$ cat src/rtl/pm_pkg.sv
package pm_pkg;

   typedef enum logic [2:0] {
      PS_ON   = 3'd0,
      PS_POS  = 3'd1,
      PS_STR  = 3'd2,
      PS_SOFF = 3'd3,
      PS_MOFF = 3'd4
   } pstate_t;

   typedef struct packed {
      logic       rst_n;
      logic [1:0] stat_n;
      logic [2:0] ctl_n;
   } pins_t;

   function automatic logic is_suspend(input pstate_t s);
      return (s == PS_POS) || (s == PS_STR) || (s == PS_SOFF);
   endfunction

   function automatic logic tgt_ok(input logic [2:0] t);
      return (t == 3'd1) || (t == 3'd2) || (t == 3'd3);
   endfunction

endpackage

$ cat src/rtl/evt_sync.sv
module evt_sync #(
   parameter int WIDTH  = 23,
   parameter int STAGES = 2
) (
   input  logic             clk,
   input  logic             rst_n,
   input  logic [WIDTH-1:0] raw_i,
   output logic [WIDTH-1:0] rise_o
);
   localparam int LAST = STAGES - 1;

   for (genvar g = 0; g < WIDTH; g++) begin : g_bit
      logic [STAGES-1:0] chain;
      logic              prev;

      always_ff @(posedge clk or negedge rst_n) begin
         if (!rst_n) begin
            chain <= '0;
            prev  <= 1'b0;
         end else begin
            chain <= {chain[STAGES-2:0], raw_i[g]};
            prev  <= chain[LAST];
         end
      end

      assign rise_o[g] = chain[LAST] & ~prev;
   end

endmodule

$ cat src/rtl/wake_filter.sv
module wake_filter
   import pm_pkg::*;
#(
   parameter int N_SUS  = 8,
   parameter int N_MAIN = 15
) (
   input  pstate_t                   state_i,
   input  logic [N_SUS+N_MAIN-1:0]   rise_i,
   input  logic [N_SUS+N_MAIN-1:0]   en_i,
   output logic [N_SUS+N_MAIN-1:0]   hit_o
);
   localparam int N = N_SUS + N_MAIN;

   logic deep_ok;
   logic shallow_ok;

   assign deep_ok    = is_suspend(state_i);
   assign shallow_ok = (state_i == PS_POS);

   for (genvar g = 0; g < N; g++) begin : g_evt
      if (g < N_SUS) begin : g_resume_well
         assign hit_o[g] = rise_i[g] & en_i[g] & deep_ok;
      end else begin : g_main_well
         assign hit_o[g] = rise_i[g] & en_i[g] & shallow_ok;
      end
   end

endmodule

$ cat src/rtl/pm_fsm.sv
module pm_fsm
   import pm_pkg::*;
(
   input  logic       clk,
   input  logic       rst_n,
   input  logic       sleep_req_i,
   input  logic [2:0] sleep_tgt_i,
   input  logic       wake_i,
   output pstate_t    state_o
);
   pstate_t cur, nxt;

   always_comb begin
      nxt = cur;
      unique case (cur)
         PS_ON:   if (sleep_req_i && tgt_ok(sleep_tgt_i)) nxt = pstate_t'(sleep_tgt_i);
         PS_POS,
         PS_STR,
         PS_SOFF: if (wake_i) nxt = PS_ON;
         PS_MOFF: nxt = PS_SOFF;
         default: nxt = PS_MOFF;
      endcase
   end

   always_ff @(posedge clk or negedge rst_n) begin
      if (!rst_n) cur <= PS_MOFF;
      else        cur <= nxt;
   end

   assign state_o = cur;

   assert_suspend_exit_R10: assert property (@(posedge clk) disable iff (!rst_n)
      is_suspend(cur) |=> (cur == $past(cur)) || (cur == PS_ON));

   assert_moff_to_soff_R5: assert property (@(posedge clk) disable iff (!rst_n)
      (cur == PS_MOFF) |=> (cur == PS_SOFF));

   assert_on_exit_R6: assert property (@(posedge clk) disable iff (!rst_n)
      (cur == PS_ON) |=> (cur == PS_ON) || (cur == pstate_t'($past(sleep_tgt_i))));

endmodule

$ cat src/rtl/pin_decode.sv
module pin_decode
   import pm_pkg::*;
(
   input  pstate_t state_i,
   output pins_t   pins_o
);
   always_comb begin
      unique case (state_i)
         PS_ON:   pins_o = '{rst_n: 1'b1, stat_n: 2'b11, ctl_n: 3'b111};
         PS_POS:  pins_o = '{rst_n: 1'b1, stat_n: 2'b00, ctl_n: 3'b110};
         PS_STR:  pins_o = '{rst_n: 1'b1, stat_n: 2'b00, ctl_n: 3'b100};
         PS_SOFF: pins_o = '{rst_n: 1'b1, stat_n: 2'b00, ctl_n: 3'b000};
         default: pins_o = '{rst_n: 1'b0, stat_n: 2'b00, ctl_n: 3'b000};
      endcase
   end
endmodule

$ cat src/rtl/wake_status.sv
module wake_status #(
   parameter int WIDTH = 23
) (
   input  logic             clk,
   input  logic             rst_n,
   input  logic [WIDTH-1:0] set_i,
   input  logic             clr_i,
   input  logic [WIDTH-1:0] mask_i,
   output logic [WIDTH-1:0] sts_o
);
   logic [WIDTH-1:0] keep;

   assign keep = clr_i ? (sts_o & ~mask_i) : sts_o;

   always_ff @(posedge clk or negedge rst_n) begin
      if (!rst_n) sts_o <= '0;
      else        sts_o <= keep | set_i;
   end

   assert_sticky_R11: assert property (@(posedge clk) disable iff (!rst_n)
      (!clr_i && (set_i == '0)) |=> (sts_o == $past(sts_o)));

   assert_set_survives_R11: assert property (@(posedge clk) disable iff (!rst_n)
      (set_i != '0) |=> ((sts_o & $past(set_i)) == $past(set_i)));

endmodule

$ cat src/rtl/susp_resume_ctrl.sv
module susp_resume_ctrl
   import pm_pkg::*;
#(
   parameter int N_SUS       = 8,
   parameter int N_MAIN      = 15,
   parameter int SYNC_STAGES = 2,
   localparam int N_EVT      = N_SUS + N_MAIN
) (
   input  logic             clk,
   input  logic             rsm_rst_n,
   input  logic             sleep_req,
   input  logic [2:0]       sleep_tgt,
   input  logic [N_EVT-1:0] evt_in,
   input  logic [N_EVT-1:0] evt_en,
   input  logic             clr_strobe,
   input  logic [N_EVT-1:0] clr_mask,
   output logic             sus_rst_n,
   output logic [1:0]       sus_stat_n,
   output logic [2:0]       sus_ctl_n,
   output logic [N_EVT-1:0] wake_sts,
   output logic [2:0]       pwr_state
);
   if (N_SUS < 1) begin : g_chk_sus
      $error("susp_resume_ctrl: N_SUS must be at least 1");
   end
   if (N_MAIN < 1) begin : g_chk_main
      $error("susp_resume_ctrl: N_MAIN must be at least 1");
   end
   if (SYNC_STAGES < 2) begin : g_chk_sync
      $error("susp_resume_ctrl: SYNC_STAGES must be at least 2");
   end

   logic [N_EVT-1:0] rise;
   logic [N_EVT-1:0] hit;
   logic             wake;
   pstate_t          state;
   pins_t            pins;

   evt_sync #(.WIDTH(N_EVT), .STAGES(SYNC_STAGES)) u_sync (
      .clk    (clk),
      .rst_n  (rsm_rst_n),
      .raw_i  (evt_in),
      .rise_o (rise)
   );

   wake_filter #(.N_SUS(N_SUS), .N_MAIN(N_MAIN)) u_filter (
      .state_i (state),
      .rise_i  (rise),
      .en_i    (evt_en),
      .hit_o   (hit)
   );

   assign wake = |hit;

   pm_fsm u_fsm (
      .clk         (clk),
      .rst_n       (rsm_rst_n),
      .sleep_req_i (sleep_req),
      .sleep_tgt_i (sleep_tgt),
      .wake_i      (wake),
      .state_o     (state)
   );

   wake_status #(.WIDTH(N_EVT)) u_sts (
      .clk    (clk),
      .rst_n  (rsm_rst_n),
      .set_i  (hit),
      .clr_i  (clr_strobe),
      .mask_i (clr_mask),
      .sts_o  (wake_sts)
   );

   pin_decode u_dec (
      .state_i (state),
      .pins_o  (pins)
   );

   assign sus_rst_n  = pins.rst_n;
   assign sus_stat_n = pins.stat_n;
   assign sus_ctl_n  = pins.ctl_n;
   assign pwr_state  = state;

   assert_wake_to_on_R10: assert property (@(posedge clk) disable iff (!rsm_rst_n)
      wake |=> (state == PS_ON) && ((wake_sts & $past(hit)) == $past(hit)));

   assert_main_blocked_R8: assert property (@(posedge clk) disable iff (!rsm_rst_n)
      ((state == PS_STR) || (state == PS_SOFF)) |-> (hit[N_EVT-1:N_SUS] == '0));

   assert_idle_ignored_R9: assert property (@(posedge clk) disable iff (!rsm_rst_n)
      ((state == PS_ON) || (state == PS_MOFF)) |-> (hit == '0));

   assert_hit_enabled_R9: assert property (@(posedge clk) disable iff (!rsm_rst_n)
      ((hit & ~evt_en) == '0));

endmodule

$ cat config.mk
export PLATFORM = sky130hd
export DESIGN_NAME = susp_resume_ctrl
export DESIGN_NICKNAME = d
export VERILOG_FILES = /design/src/rtl/pm_pkg.sv /design/src/rtl/evt_sync.sv /design/src/rtl/wake_filter.sv /design/src/rtl/pm_fsm.sv /design/src/rtl/pin_decode.sv /design/src/rtl/wake_status.sv /design/src/rtl/susp_resume_ctrl.sv
export SDC_FILE = /design/constraint.sdc
export NUM_CORES = 1
export LEC_CHECK = 0
export ABC_CLOCK_PERIOD_IN_PS = 2800
export BUFFER_PORTS_ARGS = -buffer_cell sky130_fd_sc_hd__buf_4
export CAP_MARGIN = 40
export CORE_ASPECT_RATIO = 0.8
export CORE_UTILIZATION = 45
export CTS_CLUSTER_SIZE = 14
export DETAILED_ROUTE_END_ITERATION = 7
export PLACE_DENSITY = 0.79
export SLEW_MARGIN = 40
export SYNTH_ARGS = -nofsm -noshare
export SYNTH_HDL_FRONTEND = slang
export SYNTH_SLANG_ARGS = --single-unit
$ cat constraint.sdc
create_clock -name clk -period 2.8 [get_ports clk]
set_clock_uncertainty 0.15 [all_clocks]
set_input_delay 0.56 -clock clk [delete_from_list [all_inputs] [get_ports clk]]
set_output_delay 0.56 -clock clk [all_outputs]
set_load 0.05 [all_outputs]
== Yosys cells after proc, flatten, opt, wreduce, memory -nomap -nowiden ==
Cells that the tools add are included.
Widths: inputs -> output; s select.

* Register bits: 95
* Input bits: 76
* Output and inout port bits: 32

* Eq/ne operators: 9
* Muxes and demuxes: 5
* Bitwise gates (word level): 95
* Reductions and logical operators: 9

{| class="wikitable"
|+ Operators with widths
! kind !! count
|-
| $and 1x1->1 || 69
|-
| $pmux 6 s4 || 1
|-
| $and 23x23->23 || 1
|-
| $mux 23 || 1
|-
| $not 1->1 || 23
|-
| $not 23->23 || 1
|-
| $or 23x23->23 || 1
|-
| $reduce_or 23->1 || 1
|-
| $eq 3x2->1 const B || 4
|-
| $pmux 3 s3 || 1
|-
| $eq 3x1->1 const B || 2
|-
| $mux 3 || 2
|-
| $logic_or 1x1->1 || 4
|-
| $eq 3x3->1 const B || 1
|-
| $logic_not 3->1 || 1
|-
| $reduce_or 3->1 || 1
|-
| $ne 2x1->1 const B || 1
|-
| $ne 2x2->1 const B || 1
|-
| $reduce_and 2->1 || 1
|-
| $logic_and 1x1->1 || 1
|}

== Depth between registers and ports, before layout ==
* Depth in word-level cells: 7
* Mapped depth: 8
* Gate-level depth less buffers: 5

== Cells and area by module ==
Synthesis repeated with hierarchy kept, for this count alone.

* Cell total of the unflattened synthesis: 212
* Area total of the unflattened synthesis: 3,310.7 µm²

{| class="wikitable"
|+ Modules (own cells, without submodules)
! module !! instances !! cells an instance !! area each (µm²) !! seq. area each (µm²)
|-
| evt_sync || 1 || 92 || 2,043.2 || 1,726.7
|-
| wake_status || 1 || 71 || 857.1 || 575.6
|-
| wake_filter || 1 || 26 || 190.2 || 0.0
|-
| pm_fsm || 1 || 9 || 132.6 || 76.3
|-
| susp_resume_ctrl || 1 || 8 || 50.0 || 0.0
|-
| pin_decode || 1 || 6 || 37.5 || 0.0
|}

== Least setup slack after synthesis ==
Ideal clock, no wire load.

* Path type: reg2out
* Start point: register u_fsm.cur[0] (netlist: u_fsm.state_o[0])
* End point: output sus_stat_n[0]
* Arrival time: 2.344 ns
* Required time: 2.090 ns
* Slack: -0.254 ns
* Stages on the path, launching flop included: 4
* Path through: dfrtp_1 buf_6 nor3_1 buf_4

* Cells in the longest elaborated chain, start to end: 2
* Elaborated cells on any way between the ends: 5

{| class="wikitable"
|+ Ends and longest elaborated chain
! what !! RTL line !! RTL
|-
| from (decl) || pm_fsm.sv:11 || <nowiki>pstate_t cur, nxt;</nowiki>
|-
| from (signal assigned) || pm_fsm.sv:27 || <nowiki>else cur <= nxt;</nowiki>
|-
| $eq 3x2->1, or another cell as far along || pin_decode.sv:8 || <nowiki>unique case (state_i)</nowiki>
|-
| $pmux 6 s4 * || pin_decode.sv:8 ||
|-
| to (decl) || susp_resume_ctrl.sv:18 || <nowiki>output logic [1:0] sus_stat_n,</nowiki>
|}

Every way passes the cells marked *; elsewhere a longest branch is shown, timed or not.

== Worst setup path after layout ==
* Start point: register u_fsm.cur[2] (netlist: u_fsm.state_o[2])
* End point: register u_fsm.cur[1] (netlist: u_fsm.state_o[1])

* Cells in the longest elaborated chain, start to end: 7
* Elaborated cells on any way between the ends: 36

{| class="wikitable"
|+ Ends and longest elaborated chain
! what !! RTL line !! RTL
|-
| $eq 3x1->1 / $eq 3x2->1 (equally long branches) || pm_pkg.sv:18, wake_filter.sv:18, pm_fsm.sv:15 ||
|-
| $logic_or 1x1->1 (2 in a row) || pm_pkg.sv:18 || <nowiki>return (s == PS_POS) || (s == PS_STR) || (s == PS_SOFF);</nowiki>
|-
| $and 1x1->1 || wake_filter.sv:22 || <nowiki>assign hit_o[g] = rise_i[g] & en_i[g] & deep_ok;</nowiki>
|-
| $reduce_or 23->1 || susp_resume_ctrl.sv:53 || <nowiki>assign wake = |hit;</nowiki>
|-
| $ne 2x1->1 (no line) || - ||
|-
| $reduce_and 2->1 (no line) || - ||
|}

Several ways; a longest one is shown, not always the timed one.
A chain may end at the register's enable or synchronous reset.

==> qor.txt <==
outcome - completed
vias per inst - 4.774
Final Util - 0.6405
full die area - 0.007351 mm^2
GR peak layer - met2
FF+latch count, synth - 95
Worst R2R Start - u_fsm.state_o[2]
io pins - 108
Worst EP arrival - 2.35 ns
Sequential Power Share - 0.552
core region area - 0.006571 mm^2
crit path capture type - flip-flop
worst-margin pin slew - 0.5637 ns
CTS resizes - 0
count of pins over their slew limit - 0
PortBufs - 107
via count - 2,010
gr ovfl total - 0
# fillers - 531
total chip power - 0.002683 W
number of global-route vias before repair - 2,097
HPWL Detailed - 4717 um
initial antenna violation count - 0
Antenna Violating Nets Remaining - 0
Worst-path clk slew - 0.09 ns
first-pass GRT wire length - 9991 um
# rows - 26
met2 Use GR - 0.3057
ant diodes - 0
distinct cell type count after synthesis - 23
residual DRC count - 0
Syn Inst Count - 220
CTS sink count - 95
synth warn - 0
synthesized area - 0.003154 mm^2
Post-Place Cells - 405
Fin. Hold Viols - 0
Period minus WS final - 2.251 ns
worst reg2reg endpoint - u_fsm.state_o[1]
GP Congestion - 0.8720
met1 GRT Util - 0.2334
Worst VDD drop - 0.0004687 V
WL/cell - 15.08 um
Die Ht - 76.89 um
nets - 408
worst-path fanout max - 11
Hold WS - 0.04752 ns
Worst EP required - 2.90 ns
max cap viols - 0
Crit Path Class - flip-flop to flip-flop
final setup vio count - 0
sw frac - 0.2544
Initial Utilization - 0.4800
R2R Setup Slk - 0.55 ns
power share of the combinational group - 0.133
syn nets - 296
Clock power frac - 0.315
CTS Buf Count - 9
Mapped Avg Cell Area - 14.34 um^2
Detailed Route WL - 6347 um
Finished Layout Cells - 421
top cells by area, synth - dfrtp_1 (75%), nand2_1 (5.7%), a21o_1 (3.8%)
Die X - 95.61 um
unrepaired setup endpoints after global routing - false
H-tree Lvls - 3
GR Util met3 - 0.06845
share of cells above drive strength 1 - 0.4125
worst skew pair latency - 0.35 ns
Hold Buf Count CTS - 0
Yosys top cell by area - dfrtp_1
post-route setup TNS - 0 ns
Net Sw Power - 0.0006826 W
CTS tree - built
pin count of the biggest net entering global routing - 53
P&R area growth vs syn - 33.44%
Slew headroom - 0.6242
post-CTS setup buffers - 0
leakage - 2.112 nW
CTS max path bufs - 2
fin crit share - 0.8038
1st-iter DRT viols - 98
Internal Dissipation - 0.002000 W
worst hold-check path type - input pin to asynchronous set/reset pin
GRT Overall Usage - 0.1863
R2R depth - 6
fmax - 444.3 MHz
Synth top area share - 0.7457
DR pass1 iterations - 4
PD cells - 637.4 mW/mm^2
Root Driver - clkbuf_8
sequential area share after synthesis - 0.7541
Worst setup SP type - flip-flop
-- cell usage after synthesis (all sizes together) --
cell type  number
a21o           16
o21bai          2
inv             1
o21ai           7
buf             6
nor2b           1
nor3           17
nand4           1
dfrtp          94
clkbuf          2
nand2          48
a21oi           6
o32ai           2
nor4            5
or3b            1
dfstp           1
nand3b          7
nor2            3
-- power by group through the flow --
stage          registers [W]  logic (W)  clock network, W
2_1_floorplan        0.00158   0.000112                 0
3_3_place_gp         0.00150   0.000357                 0
3_5_place_dp         0.00151   0.000362                 0
4_1_cts              0.00148   0.000363          0.000877
5_1_grt              0.00149   0.000383          0.000934
6_report             0.00148   0.000357          0.000845
-- state kept, by name (all words and copies together) (netlist names) --
| register | flops |
|---|---|
| u_sts.sts_o | 23 |
| u_fsm.state_o | 3 |
| u_sync.g_bit.prev | 23 |
| u_sync.g_bit.chain | 46 |
-- worst max-delay path: stages, from the launching register on --
cell	delay, ns
dfstp_2	0.62
or3b_1	0.46
buf_4	0.31
o21bai_2	0.11
nor4_4	0.28
nand2_1	0.08
o32ai_1	0.12
-- cell type report --
type,instances,area (um^2),share of cell area
Sequential cell,95,2379,0.5651
Timing Repair Buffer,109,830.8,0.1974
Multi-Input combinational cell,116,700.7,0.1665
Clock buffer,11,131.4,0.03121
Tap cell,84,105.1,0.02497
Clock inverter,5,58.81,0.01397
Inverter,1,3.754,0.0008918
-- routing by layer --
| layer | share of wire | wire length (um) | up-vias |
|---|---|---|---|
| met5 | 0 | 0 | - |
| met4 | 0.012 | 73 | 0 |
| met3 | 0.066 | 416 | 7 |
| met2 | 0.49 | 3093 | 74 |
| met1 | 0.44 | 2763 | 964 |
| li1 | - | - | 965 |
-- how the worst max path moves through the flow --
stage / startpoint / cells past startpoint / to
final: u_fsm.state_o[2] / 6 / u_fsm.state_o[1]
after global routing: u_fsm.state_o[2] / 6 / u_fsm.state_o[1]
after CTS: u_fsm.state_o[2] / 6 / u_fsm.state_o[1]
after detailed placement: u_fsm.state_o[2] / 6 / u_fsm.state_o[0]
after global placement: u_fsm.state_o[2] / 6 / u_fsm.state_o[0]
after floorplan: u_fsm.state_o[0] / 3 / sus_stat_n[0]
-- logic make-up (layout without fill, tap and decap cells) --
logic type      after synthesis  after routing  share of synthesized area
simple gates                 83             83                     0.1384
compound gates               33             33                    0.08211
flops                        95             95                     0.7541
buf+inv                       9            126                    0.02538
-- placed cells by master (no fill, tap or decap), drive strengths merged --
cell type | synthesis | final
a21o | 16 | 16
a21oi | 6 | 6
buf | 6 | 109
bufinv | 0 | 1
clkbuf | 2 | 11
clkinv | 0 | 2
clkinvlp | 0 | 2
dfrtp | 94 | 94
dfstp | 1 | 1
inv | 1 | 1
nand2 | 48 | 48
nand3b | 7 | 7
nand4 | 1 | 1
nor2 | 3 | 3
nor2b | 1 | 1
nor3 | 17 | 17
nor4 | 5 | 5
o21ai | 7 | 7
o21bai | 2 | 2
o32ai | 2 | 2
or3b | 1 | 1
-- stage by stage --
stage	area (um^2)	setup slack (ns)
2_1_floorplan	3159	0.2546
3_3_place_gp	4019	0.6533
3_5_place_dp	4019	0.5572
4_1_cts	4209	0.5102
5_1_grt	4209	0.3763
6_report	4209	0.5493
No activity file was read; power rests on OpenSTA's default activity.
